**src/rtl/gwr_pkg.sv**
```systemverilog
package gwr_pkg;
  // Power mode reported on pwr_mode
  typedef enum logic [1:0] {
    PM_TX    = 2'd0,
    PM_GAP   = 2'd1,
    PM_SLEEP = 2'd2
  } pmode_e;

  localparam int PIN_CNT = 5;
  // pin positions inside the synchronizer vector
  localparam int PIN_LOAD  = 0;
  localparam int PIN_SCLK  = 1;
  localparam int PIN_SDAT  = 2;
  localparam int PIN_TXOFF = 3;
  localparam int PIN_SLEEP = 4;
  // idle values the synchronizer takes in reset
  localparam logic [PIN_CNT-1:0] PIN_IDLE = 5'b11001;
endpackage

```
**src/rtl/gwr_sync.sv**
```systemverilog
module gwr_sync #(
  parameter int W = 1,
  parameter int STAGES = 2,
  parameter logic [W-1:0] RST_VAL = '0
) (
  input  logic         clk,
  input  logic         rst_n,
  input  logic [W-1:0] d,
  output logic [W-1:0] q
);
  logic [W-1:0] stg [STAGES];

  generate
    for (genvar s = 0; s < STAGES; s++) begin : g_stage
      if (s == 0) begin : g_first
        always_ff @(posedge clk or negedge rst_n) begin
          if (!rst_n) stg[0] <= RST_VAL;
          else        stg[0] <= d;
        end
      end else begin : g_next
        always_ff @(posedge clk or negedge rst_n) begin
          if (!rst_n) stg[s] <= RST_VAL;
          else        stg[s] <= stg[s-1];
        end
      end
    end
  endgenerate

  assign q = stg[STAGES-1];
endmodule

```
**src/rtl/gwr_shift.sv**
```systemverilog
module gwr_shift #(
  parameter int CODE_W = 7
) (
  input  logic              clk,
  input  logic              rst_n,
  input  logic              load_s,
  input  logic              sclk_s,
  input  logic              sdat_s,
  output logic [CODE_W-1:0] shreg,
  output logic [CODE_W-1:0] code_q,
  output logic              load_rise
);
  logic load_d;
  logic sclk_d;
  logic sclk_rise;

  assign sclk_rise = sclk_s & ~sclk_d;
  assign load_rise = load_s & ~load_d;

  always_ff @(posedge clk or negedge rst_n) begin
    if (!rst_n) begin
      load_d <= 1'b1;
      sclk_d <= 1'b0;
    end else begin
      load_d <= load_s;
      sclk_d <= sclk_s;
    end
  end

  // shift only inside an open load window; oldest bit falls off the top
  always_ff @(posedge clk or negedge rst_n) begin
    if (!rst_n)
      shreg <= '0;
    else if (!load_s && sclk_rise)
      shreg <= {shreg[CODE_W-2:0], sdat_s};
  end

  // whole-register copy on the closing edge of the window
  always_ff @(posedge clk or negedge rst_n) begin
    if (!rst_n)
      code_q <= '0;
    else if (load_rise)
      code_q <= shreg;
  end
endmodule

```
**src/rtl/gwr_decode.sv**
```systemverilog
module gwr_decode #(
  parameter int CODE_W   = 7,
  parameter int FINE_W   = 3,
  parameter int MAX_CODE = 71,
  parameter int MAX_QDB  = 110,
  parameter int STEP_Q   = 3,
  parameter int GAIN_W   = 9,
  localparam int COARSE_W  = CODE_W - FINE_W,
  localparam int COARSE_MAX = MAX_CODE >> FINE_W
) (
  input  logic [CODE_W-1:0]        code,
  output logic [COARSE_W-1:0]      coarse,
  output logic [FINE_W-1:0]        fine,
  output logic signed [GAIN_W-1:0] gain_qdb,
  output logic                     over
);
  logic [COARSE_W-1:0] coarse_raw;
  int steps;
  int gain_i;

  always_comb begin
    coarse_raw = code[CODE_W-1:FINE_W];
    fine       = code[FINE_W-1:0];
    over       = (int'(code) > MAX_CODE);
    if (int'(coarse_raw) > COARSE_MAX)
      coarse = COARSE_W'(COARSE_MAX);
    else
      coarse = coarse_raw;
    steps    = int'(coarse) * (1 << FINE_W) + int'(fine);
    gain_i   = MAX_QDB - STEP_Q * (MAX_CODE - steps);
    gain_qdb = GAIN_W'(gain_i);
  end
endmodule

```
**src/rtl/gwr_mode.sv**
```systemverilog
module gwr_mode
  import gwr_pkg::*;
(
  input  logic       txoff_s,
  input  logic       sleep_s,
  output logic [1:0] mode
);
  pmode_e m;
  always_comb begin
    if (!sleep_s)      m = PM_SLEEP;
    else if (!txoff_s) m = PM_GAP;
    else               m = PM_TX;
    mode = m;
  end
endmodule

```
**src/rtl/gain_word_rx.sv**
```systemverilog
module gain_word_rx
  import gwr_pkg::*;
#(
  parameter int CODE_W   = 7,
  parameter int FINE_W   = 3,
  parameter int MAX_CODE = 71,
  parameter int SYNC_STAGES = 2,
  parameter int GAIN_W   = 9,
  localparam int COARSE_W = CODE_W - FINE_W
) (
  input  logic                     clk,
  input  logic                     rst_n,
  input  logic                     load_n,
  input  logic                     ser_clk,
  input  logic                     ser_dat,
  input  logic                     txoff_n,
  input  logic                     sleep_n,
  output logic [CODE_W-1:0]        gain_code,
  output logic [COARSE_W-1:0]      coarse_step,
  output logic [FINE_W-1:0]        fine_step,
  output logic signed [GAIN_W-1:0] gain_qdb,
  output logic                     over_range,
  output logic [1:0]               pwr_mode
);
  logic [PIN_CNT-1:0] pins_raw;
  logic [PIN_CNT-1:0] pins_s;
  logic               load_s;
  logic               load_rise;
  logic [CODE_W-1:0]  shreg;

  always_comb begin
    pins_raw            = '0;
    pins_raw[PIN_LOAD]  = load_n;
    pins_raw[PIN_SCLK]  = ser_clk;
    pins_raw[PIN_SDAT]  = ser_dat;
    pins_raw[PIN_TXOFF] = txoff_n;
    pins_raw[PIN_SLEEP] = sleep_n;
  end

  gwr_sync #(.W(PIN_CNT), .STAGES(SYNC_STAGES), .RST_VAL(PIN_IDLE)) u_sync (
    .clk(clk), .rst_n(rst_n), .d(pins_raw), .q(pins_s)
  );

  assign load_s = pins_s[PIN_LOAD];

  gwr_shift #(.CODE_W(CODE_W)) u_shift (
    .clk(clk), .rst_n(rst_n),
    .load_s(load_s), .sclk_s(pins_s[PIN_SCLK]), .sdat_s(pins_s[PIN_SDAT]),
    .shreg(shreg), .code_q(gain_code), .load_rise(load_rise)
  );

  gwr_decode #(.CODE_W(CODE_W), .FINE_W(FINE_W), .MAX_CODE(MAX_CODE),
               .GAIN_W(GAIN_W)) u_dec (
    .code(gain_code), .coarse(coarse_step), .fine(fine_step),
    .gain_qdb(gain_qdb), .over(over_range)
  );

  gwr_mode u_mode (
    .txoff_s(pins_s[PIN_TXOFF]), .sleep_s(pins_s[PIN_SLEEP]), .mode(pwr_mode)
  );
endmodule

```
**config.mk**
```make
export PLATFORM = sky130hd
export DESIGN_NAME = gain_word_rx
export DESIGN_NICKNAME = d
export VERILOG_FILES = /design/src/rtl/gwr_pkg.sv /design/src/rtl/gwr_sync.sv /design/src/rtl/gwr_shift.sv /design/src/rtl/gwr_decode.sv /design/src/rtl/gwr_mode.sv /design/src/rtl/gain_word_rx.sv
export SDC_FILE = /design/constraint.sdc
export NUM_CORES = 1
export LEC_CHECK = 0
export ABC_AREA = 1
export BUFFER_PORTS_ARGS = -buffer_cell sky130_fd_sc_hd__buf_2
export CAP_MARGIN = 25
export CELL_PAD_IN_SITES_DETAIL_PLACEMENT = 1
export CELL_PAD_IN_SITES_GLOBAL_PLACEMENT = 1
export CORE_AREA = 3 3 68 70
export DETAILED_ROUTE_END_ITERATION = 6
export DIE_AREA = 0 0 71 73
export GPL_TIMING_DRIVEN = 1
export HOLD_SLACK_MARGIN = 0.08
export PLACE_DENSITY_LB_ADDON = 0.05
export SLEW_MARGIN = 40
export SYNTH_ARGS = -nofsm -noshare
export SYNTH_HDL_FRONTEND = slang
export SYNTH_HIERARCHICAL = 1
export SYNTH_SLANG_ARGS = --single-unit
```
**constraint.sdc**
```tcl
create_clock -name clk -period 4.5 [get_ports clk]
set_input_delay 0.675 -clock clk [delete_from_list [all_inputs] [get_ports clk]]
set_output_delay 0.675 -clock clk [all_outputs]
set_load 0.01 [all_outputs]
```
Word-level counts from Yosys, hierarchy flattened
Index checks and enable logic that the tools add are counted.
{ "op_classes": {"n_addsub": 3, "shifts": 0, "reduce_logical": 2, "mul": 1, "magnitude_cmp": 2, "muxes": 3, "eq_ne": 0, "n_bitwise": 4, "div": 0} }
{ "ops": {"columns": ["op", "n"], "rows": [
  ["3-bit by 32-bit multiplier with 9-bit output (first input constant)", 1],
  ["8-bit by 32-bit subtractor with 32-bit output (first input constant)", 1],
  ["8-bit by 9-bit subtractor with 9-bit output (first input constant)", 1],
  ["7-bit by 3-bit adder with 8-bit output", 1],
  ["7-bit > comparator (second input constant)", 1],
  ["4-bit > comparator (second input constant)", 1],
  ["4-bit 2-to-1 mux", 1],
  ["1-bit bitwise AND", 2],
  ["2-bit 2-to-1 mux", 1],
  ["1-bit inverter", 2],
  ["1-bit logical AND", 1],
  ["1-bit zero test", 1],
  ["1-bit 2-to-1 mux", 1]
]} }
{ "word_totals": {"rom_bits": 0, "register_bits": 26, "memories": 0, "in_bits": 7, "latch_bits": 0, "ram_bits": 0} }

Longest topological paths before layout
{ "depth": {"depth_word": 6, "mapped_depth": 17} }

Modules after synthesis
Netlist, hierarchy kept.
{ "by_module_without_submodules": {"columns": ["module", "area_per_inst_um2", "n_inst", "cells_per_inst", "seq_area_each_um2"], "rows": [
  ["gwr_decode", 710.7, 1, 104, 0.0],
  ["gwr_shift", 620.6, 1, 65, 401.6],
  ["gwr_sync", 295.3, 1, 15, 257.7],
  ["gwr_mode", 10.0, 1, 2, 0.0]
]} }

Least setup slack after synthesis
Ideal clock, no wire load.
{ "synth_timing": {"path_type": "reg-to-output", "from": "register u_shift.code_q[6]", "to": "output port gain_qdb[8]", "path_buffers": 1, "required_time_ps": 3825, "arrival_time_ps": 2856, "stages_incl_launch_ff": 17, "slack_ps": 969, "cell_sequence": "dfrtp_1 > buf_6 > nor2_1 > inv_1 > ha_1 > a21oi_1 > nand2_1 > xor2_1 > inv_1 > ha_1 > o21bai_1 > ha_1 > a21oi_1 > o21ai_0 > a21oi_1 > nand3_1 > nand2_1"} }
{ "synth_via": {"elab_chain_len": 6} }
{ "synth_rtl": {"columns": ["element", "line", "source"], "rows": [
  ["start: declaration", "gwr_shift.sv:10", "output logic [CODE_W-1:0] code_q,"],
  ["start signal: assignment", "gwr_shift.sv:43", "code_q <= shreg;"],
  ["4-bit > comparator", "gwr_decode.sv:25", "if (int'(coarse_raw) > COARSE_MAX)"],
  ["4-bit 2-to-1 mux", "gwr_decode.sv:25", null],
  ["named net coarse_step[0]", "gain_word_rx.sv:19", "output logic [COARSE_W-1:0] coarse_step,"],
  ["7-bit by 3-bit adder with 8-bit output", "gwr_decode.sv:29", "steps = int'(coarse) * (1 << FINE_W) + int'(fine);"],
  ["8-bit by 32-bit subtractor with 32-bit output", "gwr_decode.sv:30", "gain_i = MAX_QDB - STEP_Q * (MAX_CODE - steps);"],
  ["3-bit by 32-bit multiplier with 9-bit output", "gwr_decode.sv:30", null],
  ["8-bit by 9-bit subtractor with 9-bit output", "gwr_decode.sv:30", null],
  ["end: declaration", "gain_word_rx.sv:21", "output logic signed [GAIN_W-1:0] gain_qdb,"]
]} }
The timed path passes the listed nets, and every way through them passes these cells.

Worst setup path in the final report
{ "layout_timing": {"from": "register u_shift.code_q[1]", "to": "output port gain_qdb[8]"} }
{ "layout_via": {"elab_chain_len": 4} }
{ "layout_rtl": {"columns": ["element", "line"], "rows": [
  ["7-bit by 3-bit adder with 8-bit output", "gwr_decode.sv:29"],
  ["8-bit by 32-bit subtractor with 32-bit output", "gwr_decode.sv:30"],
  ["3-bit by 32-bit multiplier with 9-bit output", "gwr_decode.sv:30"],
  ["8-bit by 9-bit subtractor with 9-bit output", "gwr_decode.sv:30"]
]} }
No other way between the ends.

==> flow_metrics.tcl <==
set metrics [dict create \
    postCtsSetupBuffers 0 \
    drtIter0Drc 33 \
    critPathMaxFanout 9 \
    critPathKind "reg -> out" \
    syn2layout_area_growth_pct 12.3 \
    rows 23 \
    gp_congestion 0.817 \
    tns_ns 0 \
    grt_setup_unrepaired "false" \
    timing.slew.headroom 0.636 \
    drive_above_1_share 0.271 \
    yosysWarnings 6 \
    wire_per_inst_um 12.5 \
    initial_core_util 0.406 \
    drv_cap 0 \
    synth-edff-count 0 \
    worst_pin_slew_ns 0.546 \
    yosysMostFrequentCell "nand2_1" \
    port_buffers 32 \
    fin_cells 260 \
    cts-root-buf "clkbuf_8" \
    clock_latency_ns 0.26 \
    setup_viol 0 \
    ys_seq_area_frac 0.403 \
    tritoncts "built" \
    slew_violations 0 \
    required_ns 3.83 \
    coreArea_um2 4030 \
    endpoint_kind "output port" \
    clock.fmax_ghz 0.246 \
    start_kind "register" \
    grt_overflow 0 \
    syn-num-nets 212 \
    clockBufferDepth 2 \
    dp.cells 256 \
    insertedDiodeCount 0 \
    hpwl_mm 2.75 \
    die_height_um 73 \
    grt_pass1_wl_mm 5.79 \
    grt_pass1_vias 1345 \
    post-route-period-util 0.902 \
    synth_common_cells "nand2_1 (50), inv_1 (25), dfrtp_1 (19)" \
    io_pins 33 \
    syn_inst 186 \
    fin_worst_skew_ns 0.00251 \
    final.fill_count 491 \
    antenna_found_initial 0 \
    cts_hold_buf 0 \
    clk_pin_slew_worst_paths_ns 0.09 \
    cts_buffers 3 \
    htree_num_levels 1 \
    crit_arrival_ns 3.39 \
    yosysTopAreaCell "dfrtp_1" \
    vias_per_cell 4.78 \
    dieArea_um2 5180 \
    fin_crit_ns 4.06 \
    die_x_um 71 \
    ys.flop_type "dfrtp_1" \
    antenna_left 0 \
    synthArstFlopShare 1.00 \
    firstDrtPassIters 4 \
    grt_usage 0.136 \
    ys_types 29 \
    min_path_type "reg -> reg" \
    routed_wirelength_mm 3.26 \
    synth-seq-cells 26 \
    grt_max_degree 27 \
    vias 1244 \
    finalHoldViolations 0 \
    cts.sinks 26 \
    drc_errors 0 \
    avgSynthCellArea_um2 8.80 \
    synth.top_cell.area_share 0.291 \
    status "complete, no violations" \
    post_cts_resized 0 \
    nets 237 \
    synth_area_um2 1640 \
    synthTopCellsByArea "dfrtp_1 (29%), ha_1 (14%), nand2_1 (11%)" \
]
[final cells by class]
| class | instances | area, um^2 | share of cell area |
|---|---|---|---|
| well taps | 50 | 62.6 | 0.0340 |
| clock inverters | 1 | 30.0 | 0.0163 |
| flip-flops and latches | 26 | 659 | 0.359 |
| repair buffers | 32 | 160 | 0.0871 |
| multi-input cells | 119 | 773 | 0.421 |
| inverters | 29 | 111 | 0.0606 |
| clock buffers | 3 | 41.3 | 0.0225 |
[layer usage]
layer | GRT usage | up-vias | part of all wire
met5 | 0 | - | 0
li1 | - | 627 | -
met4 | 0.0418 | 0 | 0.0061
met3 | 0.0179 | 2 | 0.023
met2 | 0.269 | 12 | 0.57
met1 | 0.149 | 603 | 0.40
[through the flow]
stage | hold slack [ns] | worst slack [ns] | cell area (um^2) | util
2_1_floorplan | 0.331 | 0.969 | 1640 | -
5_1_grt | 0.364 | 0.0343 | 1840 | 0.456
4_1_cts | 0.361 | 0.387 | 1840 | 0.456
3_3_place_gp | 0.338 | 0.791 | 1770 | 0.439
3_5_place_dp | 0.336 | 0.700 | 1770 | 0.439
6_report | 0.358 | 0.440 | 1840 | 0.456
[critical path, cell delays in order (launching register included)]
cell,delay (ns)
dfrtp_1,0.52
inv_1,0.13
ha_1,0.35
inv_1,0.14
nand3_1,0.09
nand2_1,0.13
xor2_1,0.20
inv_1,0.07
ha_1,0.19
o21bai_1,0.15
ha_1,0.35
a21oi_1,0.21
o21ai_0,0.10
a21oi_1,0.20
inv_1,0.06
nand2_1,0.06
nand2_1,0.04
buf_2,0.13
[final timing paths]
kind | endpoint | cells after the start | slack (ns) | from
min reg2reg | u_sync/q[2]$_DFF_PN0_ | 0 | 0.36 | u_sync/stg[7]$_DFF_PN0_
max reg2reg | u_shift/shreg[2]$_DFFE_PN0P_ | 4 | 3.45 | u_shift/sclk_d$_DFF_PN0_
max | gain_qdb[8] | 17 | 0.44 | u_shift/code_q[1]$_DFFE_PN0P_
min in group asynchronous | u_sync/q[1]$_DFF_PN0_ | 1 | 0.38 | rst_n
max in group asynchronous | u_sync/q[4]$_DFF_PN1_ | 1 | 3.74 | rst_n
min | u_sync/q[2]$_DFF_PN0_ | 0 | 0.36 | u_sync/stg[7]$_DFF_PN0_
[cells by family (layout without fill, tap and decap cells)]
| logic type | Yosys count | in the layout | synth area share |
|---|---|---|---|
| AND/OR/NAND/NOR | 78 | 78 | 0.216 |
| AO/OA/AOI/OAI | 12 | 12 | 0.0482 |
| XOR/XNOR | 10 | 10 | 0.0581 |
| buffers and inverters | 41 | 65 | 0.125 |
| adder cells (fa/ha/maj) | 19 | 19 | 0.150 |
| flip-flops | 26 | 26 | 0.403 |
[layout by cell type, fill, tap and decap left out, drive strengths merged]
master   instances
o2111ai          1
a31oi            1
o21ai            3
nor3             1
a21oi            6
buf             32
dfrtp           19
nand3            6
o21bai           1
xor2             7
nand2           55
clkbuf           3
inv             29
dfstp            7
bufinv           1
nor2             7
ha              18
fa               1
nand4            9
xnor2            3
[registers in the layout, summed over array words and instances (netlist names)]
register        count
u_sync/stg          5
u_shift/sclk_d      1
u_sync/q            5
u_shift/code_q      7
u_shift/shreg       7
u_shift/load_d      1
Power is left out: the tool's default activity adds up to more than one toggle a clock period on the data nets, which glitch-free logic cannot reach.
